## src/rtl/gpio_fnmux_pkg.sv

```systemverilog
// Package: register word indices shared by the port and its checker.
// Assumes a word-indexed register port of eight entries.
package gpio_fnmux_pkg;
    localparam int REG_IDX_W = 3;

    typedef enum logic [REG_IDX_W-1:0] {
        RA_FNEN   = 3'd0,
        RA_SEL    = 3'd1,
        RA_DATA   = 3'd2,
        RA_DSET   = 3'd3,
        RA_DCLR   = 3'd4,
        RA_DIRSET = 3'd5,
        RA_DIRCLR = 3'd6,
        RA_INEN   = 3'd7
    } reg_idx_e;
endpackage

```

## src/rtl/gpio_fnmux_regs.sv

```systemverilog
// Register file: function enable, selector fields, output latch, direction
// and input gate, with write-one set/clear for latch and direction.
// Assumes NPINS*SELW <= BUS_W and that writes are single-cycle strobes.
module gpio_fnmux_regs
    import gpio_fnmux_pkg::*;
#(
    parameter int NPINS = 16,
    parameter int SELW  = 2,
    parameter int BUS_W = 32
) (
    input  logic                  clk,
    input  logic                  rst_n,
    input  logic                  wr_en,
    input  logic [REG_IDX_W-1:0]  addr,
    input  logic [BUS_W-1:0]      wdata,
    output logic [NPINS-1:0]      fnen_q,
    output logic [NPINS*SELW-1:0] sel_q,
    output logic [NPINS-1:0]      dout_q,
    output logic [NPINS-1:0]      dir_q,
    output logic [NPINS-1:0]      inen_q
);
    localparam int SEL_BITS = NPINS * SELW;

    logic [NPINS-1:0] mask;
    assign mask = wdata[NPINS-1:0];

    // Update the addressed register on a write strobe.
    always_ff @(posedge clk) begin
        if (!rst_n) begin
            fnen_q <= '0;
            sel_q  <= '0;
            dout_q <= '0;
            dir_q  <= '0;
            inen_q <= '0;
        end else if (wr_en) begin
            case (reg_idx_e'(addr))
                RA_FNEN:   fnen_q <= mask;
                RA_SEL:    sel_q  <= wdata[SEL_BITS-1:0];
                RA_DATA:   dout_q <= mask;
                RA_DSET:   dout_q <= dout_q | mask;
                RA_DCLR:   dout_q <= dout_q & ~mask;
                RA_DIRSET: dir_q  <= dir_q | mask;
                RA_DIRCLR: dir_q  <= dir_q & ~mask;
                RA_INEN:   inen_q <= mask;
                default:   ;
            endcase
        end
    end
endmodule

```

## src/rtl/gpio_fnmux_sync.sv

```systemverilog
// Multi-stage synchroniser for the pad inputs.
// Assumes STAGES >= 1; output is the last stage.
module gpio_fnmux_sync #(
    parameter int W      = 16,
    parameter int STAGES = 2
) (
    input  logic         clk,
    input  logic         rst_n,
    input  logic [W-1:0] d,
    output logic [W-1:0] q
);
    logic [W-1:0] stg [STAGES];

    // Shift the pad levels through the stage chain.
    always_ff @(posedge clk) begin
        if (!rst_n) begin
            for (int i = 0; i < STAGES; i++) stg[i] <= '0;
        end else begin
            stg[0] <= d;
            for (int i = 1; i < STAGES; i++) stg[i] <= stg[i-1];
        end
    end

    assign q = stg[STAGES-1];
endmodule

```

## src/rtl/gpio_fnmux_pin.sv

```systemverilog
// Per-pin routing: picks general-purpose or peripheral drive for one pad and
// returns the pad input only to the owning channel.
// Assumes a selector value >= NFUNC selects no channel (pad released).
module gpio_fnmux_pin #(
    parameter int NFUNC = 4,
    parameter int SELW  = 2
) (
    input  logic             fn_en,
    input  logic [SELW-1:0]  sel,
    input  logic             gpio_out,
    input  logic             gpio_oe,
    input  logic             pad_in,
    input  logic [NFUNC-1:0] ch_out,
    input  logic [NFUNC-1:0] ch_oe,
    output logic             pad_out,
    output logic             pad_oe,
    output logic [NFUNC-1:0] ch_in
);
    // Choose the drive source and steer the input back.
    always_comb begin
        pad_out = gpio_out;
        pad_oe  = gpio_oe;
        ch_in   = '0;
        if (fn_en) begin
            pad_out = 1'b0;
            pad_oe  = 1'b0;
            for (int f = 0; f < NFUNC; f++) begin
                if (int'(sel) == f) begin
                    pad_out  = ch_out[f];
                    pad_oe   = ch_oe[f];
                    ch_in[f] = pad_in;
                end
            end
        end
    end
endmodule

```

## src/rtl/gpio_fnmux_port.sv

```systemverilog
// Top of the GPIO port: register file, input synchroniser, per-pin routing
// and read-back multiplexer.
// Assumes the register port is read combinationally by word index.
module gpio_fnmux_port
    import gpio_fnmux_pkg::*;
#(
    parameter int NPINS   = 16,
    parameter int NFUNC   = 4,
    parameter int BUS_W   = 32,
    parameter int SYNC_ST = 2,
    localparam int SELW   = (NFUNC > 1) ? $clog2(NFUNC) : 1,
    localparam int CHW    = NPINS * NFUNC
) (
    input  logic                 clk,
    input  logic                 rst_n,
    input  logic                 wr_en,
    input  logic [REG_IDX_W-1:0] addr,
    input  logic [BUS_W-1:0]     wdata,
    output logic [BUS_W-1:0]     rdata,
    input  logic [NPINS-1:0]     pad_in,
    output logic [NPINS-1:0]     pad_out,
    output logic [NPINS-1:0]     pad_oe,
    input  logic [CHW-1:0]       fn_out,
    input  logic [CHW-1:0]       fn_oe,
    output logic [CHW-1:0]       fn_in
);
    logic [NPINS-1:0]      fnen_q;
    logic [NPINS*SELW-1:0] sel_q;
    logic [NPINS-1:0]      dout_q;
    logic [NPINS-1:0]      dir_q;
    logic [NPINS-1:0]      inen_q;
    logic [NPINS-1:0]      pad_sync;
    logic [NPINS-1:0]      data_view;

    gpio_fnmux_regs #(.NPINS(NPINS), .SELW(SELW), .BUS_W(BUS_W)) u_regs (
        .clk    (clk),
        .rst_n  (rst_n),
        .wr_en  (wr_en),
        .addr   (addr),
        .wdata  (wdata),
        .fnen_q (fnen_q),
        .sel_q  (sel_q),
        .dout_q (dout_q),
        .dir_q  (dir_q),
        .inen_q (inen_q)
    );

    gpio_fnmux_sync #(.W(NPINS), .STAGES(SYNC_ST)) u_sync (
        .clk   (clk),
        .rst_n (rst_n),
        .d     (pad_in),
        .q     (pad_sync)
    );

    for (genvar p = 0; p < NPINS; p++) begin : g_pin
        gpio_fnmux_pin #(.NFUNC(NFUNC), .SELW(SELW)) u_pin (
            .fn_en    (fnen_q[p]),
            .sel      (sel_q[p*SELW +: SELW]),
            .gpio_out (dout_q[p]),
            .gpio_oe  (dir_q[p]),
            .pad_in   (pad_in[p]),
            .ch_out   (fn_out[p*NFUNC +: NFUNC]),
            .ch_oe    (fn_oe[p*NFUNC +: NFUNC]),
            .pad_out  (pad_out[p]),
            .pad_oe   (pad_oe[p]),
            .ch_in    (fn_in[p*NFUNC +: NFUNC])
        );
    end

    // Output pins show the latch, gated input pins the synchronised pad.
    always_comb data_view = (dir_q & dout_q) | (~dir_q & inen_q & pad_sync);

    // Read-back multiplexer by word index.
    always_comb begin
        case (reg_idx_e'(addr))
            RA_FNEN:   rdata = BUS_W'(fnen_q);
            RA_SEL:    rdata = BUS_W'(sel_q);
            RA_DATA,
            RA_DSET,
            RA_DCLR:   rdata = BUS_W'(data_view);
            RA_DIRSET,
            RA_DIRCLR: rdata = BUS_W'(dir_q);
            RA_INEN:   rdata = BUS_W'(inen_q);
            default:   rdata = '0;
        endcase
    end
endmodule

```

## config.mk

```make
export PLATFORM = sky130hd
export DESIGN_NAME = gpio_fnmux_port
export DESIGN_NICKNAME = d
export VERILOG_FILES = /design/src/rtl/gpio_fnmux_pkg.sv /design/src/rtl/gpio_fnmux_regs.sv /design/src/rtl/gpio_fnmux_sync.sv /design/src/rtl/gpio_fnmux_pin.sv /design/src/rtl/gpio_fnmux_port.sv
export SDC_FILE = /design/constraint.sdc
export NUM_CORES = 1
export LEC_CHECK = 0
export BUFFER_PORTS_ARGS = -buffer_cell sky130_fd_sc_hd__buf_2
export CORE_AREA = 2 2 134 136
export CTS_BUF_LIST = sky130_fd_sc_hd__clkbuf_8
export DETAILED_ROUTE_END_ITERATION = 10
export DIE_AREA = 0 0 136 138
export HOLD_SLACK_MARGIN = 0.06
export PLACE_DENSITY = 0.78
export SLEW_MARGIN = 20
export SYNTH_ARGS = -nofsm -noshare
export SYNTH_HDL_FRONTEND = slang
export SYNTH_SLANG_ARGS = --single-unit
export TNS_END_PERCENT = 5
```

## constraint.sdc

```tcl
create_clock -name clk -period 3.9 [get_ports clk]
set_clock_uncertainty 0.15 [all_clocks]
set_input_delay 0.78 -clock clk [delete_from_list [all_inputs] [get_ports clk]]
set_output_delay 0.78 -clock clk [all_outputs]
set_load 0.1 [all_outputs]
```

### Yosys cells after proc, flatten, opt, wreduce, memory -nomap -nowiden

Memory sizes are Yosys's and may differ from the RTL's.
Cells that the tools add are included.

* $mul: 0
* shifts and indexed selects: 0
* div/mod/pow operators: 0
* reduce and logical (&&, ||, !) cells: 26
* multiplexer cells: 247
* $add $sub $neg: 0
* order comparisons: 0
* bitwise logic cells: 12
* equal/unequal tests: 55

Operators by type and width (number)
* $mux W1: 226
* $pmux W32 S5: 1
* $and A16 B16 Y16: 5
* $eq A2 B2 Y1 const B: 32
* $mux W4: 16
* $or A16 B16 Y16: 3
* $pmux W16 S3: 1
* $eq A2 B1 Y1 const B: 16
* $logic_not A2 Y1: 16
* $mux W16: 2
* $not A16 Y16: 2
* $pmux W16 S2: 1
* $eq A3 B3 Y1 const B: 4
* $reduce_and A2 Y1: 5
* $eq A3 B2 Y1 const B: 2
* $eq A3 B1 Y1 const B: 1
* $logic_not A3 Y1: 1
* $reduce_bool A3 Y1: 1
* $reduce_or A3 Y1: 1
* $or A1 B1 Y1: 2
* $reduce_bool A2 Y1: 1
* $reduce_or A2 Y1: 1

* bits in read-only memories: 0
* bits of input ports: 182
* register bits after elaboration: 96
* logic and storage cells: 346
* bits in latches: 0
* memories kept: 1
* output and inout port bits: 128
* memory bits (writable): 32

Memory list
* u_sync.stg: depth 2, bits a word 16, rd ports 2, clocked after memory_dff 0, wr ports 2, RTL line gpio_fnmux_sync.sv:12 `logic [W-1:0] stg [STAGES];`

### Logic depth before layout (Yosys ltp)

* word-level depth: 6
* gate-level depth with buffers: 6
* mapped depth without buffers: 3

### Cells and area by module

Synthesis repeated with hierarchy kept, for this count alone.

* cell total of the unflattened synthesis: 980
* area total of the unflattened synthesis: 8207.9 sq um

Modules (own cells, without submodules)
* gpio_fnmux_regs: sequential area each 1921.8 sq um, area an instance 3868.7 sq um, cells an instance 455, instances 1
* gpio_fnmux_pin: sequential area each 0.0 sq um, area an instance 130.1 sq um, cells an instance 16, instances 16
* gpio_fnmux_port: sequential area each 0.0 sq um, area an instance 1241.2 sq um, cells an instance 186, instances 1
* gpio_fnmux_sync: sequential area each 640.6 sq um, area an instance 1016.0 sq um, cells an instance 83, instances 1

### Least setup slack after synthesis

No wires, ideal clock.

* path kind: input to output
* start: in addr[2]
* end: out rdata[0]
* setup slack: -0.276 ns
* arrival: 3.246 ns
* cell stages on the path: 6
* data required time: 2.970 ns
* buffers on the path: 3
* path through: buf_4 -> nor2_2 -> buf_4 -> buf_2 -> a32oi_1 -> a31oi_1

* word-level cells in the longest chain between the ends: 3
* elaborated cells between the ends (all ways): 11
* those cells by class: eq/ne: 7; mux: 1; reduce/logical: 3

Ends and longest elaborated chain
* start: declaration: RTL line gpio_fnmux_port.sv:17 `input logic [REG_IDX_W-1:0] addr,`
* $eq A3 B2 Y1 or $eq A3 B3 Y1 (tied branches): RTL line gpio_fnmux_port.sv:75 `case (reg_idx_e'(addr))`
* $reduce_or A3 Y1 or $reduce_or A2 Y1 (tied branches): RTL line gpio_fnmux_port.sv:75
* $pmux W32 S5 *: RTL line gpio_fnmux_port.sv:75
* end: declaration: RTL line gpio_fnmux_port.sv:19 `output logic [BUS_W-1:0] rdata,`

Mark *: on every way between the ends. The rest lies on a longest branch, timed or not.

### Worst setup path in the final report

* start: in addr[1]
* end: out rdata[11]

Same word-level chain as after synthesis.

==> impl_metrics.csv <==
group,metric,value,unit
cells_and_area,final_layout_size_suffix_gt1_frac,0.394,
logic_synthesis,ys_top_cells_by_area,"dfxtp_1 (34%), mux4_2 (9.4%), nand2_1 (8.7%)",
grt,overflow,0,
job,cap_violations,0,
critical_path,cp_slowest_stage_delay,0.57,ns
logic_synthesis,synthDistinctLibCells,40,
floorplan,die_area,0.0188,sq mm
critical_path,crit_family,"compound AO/OA/AOI/OAI gates",
clock_network,cts_tree,"built",
grt,grt_pass1_vias,7303,
drt,routed_wl,25.3,mm
power,max-vdd-ir-drop,213,uV
logic_synthesis,syn_area,0.00764,sq mm
drt,vias,7805,
status,run_status,"finished, final reports clean",
worst_hold_path,hp-class,"reg -> reg",
power,powerDensity,350,mW/mm^2
sta,fmax,287,MHz
critical_path,crit_required,2.97,ns
logic_synthesis,ys_ff_latch,128,
floorplan,initial_core_util,0.435,
clock_network,clkSlewWorstSetupHoldPaths,0.07,ns
logic_synthesis,yosysWarningCount,0,
sta,tightest_slew,1.11,ns
grt,grt_max_degree,97,
power,power.leakage,4.08,nW
clock_network,htree_num_levels,4,
sta,slew_headroom,0.262,
place,dp_hpwl,17.6,mm
cells_and_area,final_core_util,0.557,
critical_path,slowest_stage,"o21a_1",
grt,grt_first_pass_wirelength,39.0,mm
place,globalplace.congestion,0.834,
critical_path,criticalPathCategory,"in -> out",
cells_and_area,fill_cells,1602,
drt,routedWlPerCell,18.4,um
grt,grt_antenna_before_repair,1,
clock_network,clock_path_buffers,2,
critical_path,worstPathMaxFanout,17,
cells_and_area,nets,1316,
critical_path,arrival,2.56,ns
floorplan,pin_count,310,
drt,drtIter0Drc,714,
clock_network,root_buffer,"clkbuf_8",
critical_path,path_cells,"buf_2, o21a_1, a211o_1, a31oi_1, buf_12",
logic_synthesis,syn-num-nets,1096,
sta,whs,0.286,ns
floorplan,fp.dieW,136,um
floorplan,core_area,0.0175,sq mm
sta,min_period,3.49,ns
floorplan,placementRows,49,
logic_synthesis,synth_top_cell_by_area,"dfxtp_1",
place,port_buffers,309,
logic_synthesis,synthArstFlopShare,0,
grt,track_usage,0.265,
floorplan,die_y,138,um
logic_synthesis,syn_inst,914,
drt,drc,0,
clock_network,clock-sinks,128,
critical_path,crit_path_end_kind,"primary output",
logic_synthesis,ys.flop_type,"dfxtp_1",
logic_synthesis,synth.top_cell.area_share,0.336,
logic_synthesis,synth_edf_count,0,
drt,vias_per_cell,5.67,
critical_path,critPathBufInv,2,
sta,setup_violations,0,
drt,first_pass_iters,7,
drt,antenna_left,0,
logic_synthesis,synth-seq-area-share,0.336,
clock_network,cts_buffers,17,
sta,fin_crit_sh,0.895,
sta,slew_viol_final,0,
logic_synthesis,avgSynthCellArea,8.35,sq um
sta,hold_violations,0,
cells_and_area,area_growth,28.0,%
critical_path,crit_path_start_kind,"input pin",
clock_network,cts_setup_buffers,0,
clock_network,clock_latency,0.46,ns
clock_network,hold_buffers,0,
clock_network,cts_resized,0,
sta,rsz0062_at_grt,"no",
[stage by stage]
step | cell area [sq um] | TNS (ns) | setup slack [ns] | cells | power, W
CTS | 9770 | 0 | 0.423 | 1375 | 0.00343
finish | 9770 | 0 | 0.411 | 1376 | 0.00342
floorplan | 7640 | -3.31 | -0.276 | 914 | 0.00187
global placement | 9290 | 0 | 0.440 | 1344 | 0.00207
global route | 9770 | 0 | 0.319 | 1376 | 0.00354
detailed placement | 9290 | 0 | 0.445 | 1344 | 0.00208
[cells in the mapped netlist (2+ instances only)]
master	count
and3_1	17
buf_2	19
buf_6	7
mux4_2	32
a211oi_2	10
a211oi_1	6
nor3_1	32
nor2_1	48
and2_1	34
nor3b_4	2
a21oi_1	80
a32oi_1	10
a211o_1	16
nand2b_1	16
a31oi_1	32
clkbuf_1	62
a22oi_1	6
and3b_1	3
buf_4	37
inv_1	16
a311oi_1	6
a311oi_2	10
dfxtp_1	128
nand3_1	32
nand3b_1	16
nand2_1	176
buf_1	2
mux2_2	32
o21bai_1	16
[layout by cell type (no fill, tap or decap), types with 2 or more instances in the layout]
cell type   netlist  final
buf_2            19    287
nand2_1         176    176
dfxtp_1         128    128
a21oi_1          80     80
nor2_1           48     48
and2_1           34     34
nand3_1          32     32
nor3_1           32     32
mux4_2           32     32
mux2_2           32     32
a31oi_1          32     31
buf_12            0     22
buf_4            37     18
and3_1           17     17
clkbuf_8          0     17
nand3b_1         16     16
a211o_1          16     16
nand2b_1         16     16
inv_1            16     16
o21bai_1         16     16
a32oi_1          10     10
a211oi_2         10     10
a311oi_2         10     10
a22oi_1           6      6
a211oi_1          6      6
a311oi_1          6      6
bufinv_16         0      6
clkinv_2          0      3
and3b_1           3      3
clkinvlp_4        0      3
nor3b_4           2      2
clkinv_4          0      2
[logic make-up (layout without fill, tap and decap cells)]
| kind of cell | Yosys count | count (layout) | share of synthesized area |
|---|---|---|---|
| AO/OA/AOI/OAI | 193 | 193 | 0.180 |
| buffers and inverters | 144 | 376 | 0.0990 |
| flip-flops | 128 | 128 | 0.336 |
| XOR/XNOR | 1 | 1 | 0.00213 |
| AND/OR/NAND/NOR | 384 | 384 | 0.242 |
| other | 0 | 1 | 0 |
| multiplexers | 64 | 64 | 0.142 |
[routing by layer]
layer / track usage / part of all wire / up-vias
met2: 0.441 / 0.49 / 426
li1: - / - / 3637
met1: 0.340 / 0.40 / 3693
met5: 0 / 0 / -
met4: 0.0987 / 0.021 / 0
met3: 0.0521 / 0.088 / 49
[where the power goes]
group / internal, W / switching (W)
clock: 0.000822 / 0.000550
combinational: 0.000230 / 0.000432
sequential: 0.00135 / 0.0000435
[cell type report]
| type | count | area [sq um] | share of cell area |
|---|---|---|---|
| multi-input combinational | 642 | 4360 | 0.446 |
| sequential | 128 | 2560 | 0.262 |
| timing repair buffer | 328 | 2020 | 0.207 |
| tap | 229 | 287 | 0.0293 |
| clock inverter | 14 | 239 | 0.0245 |
| clock buffer | 17 | 234 | 0.0239 |
| inverter | 17 | 65.1 | 0.00666 |
| antenna | 1 | 2.50 | 0.000256 |
[final timing paths]
check | start | slack, ns | end | cells after the start
worst max-delay path | addr[1] | 0.41 | rdata[11] | 5
worst min-delay path | u_sync.stg[0][5] | 0.29 | u_sync.stg[0][21] | 1
worst max register to register | u_regs.sel_q[15] | 2.84 | u_regs.sel_q[15] | 2
worst min register to register | u_sync.stg[0][5] | 0.29 | u_sync.stg[0][21] | 1
Note: power is estimated with default switching activity, not from simulation.
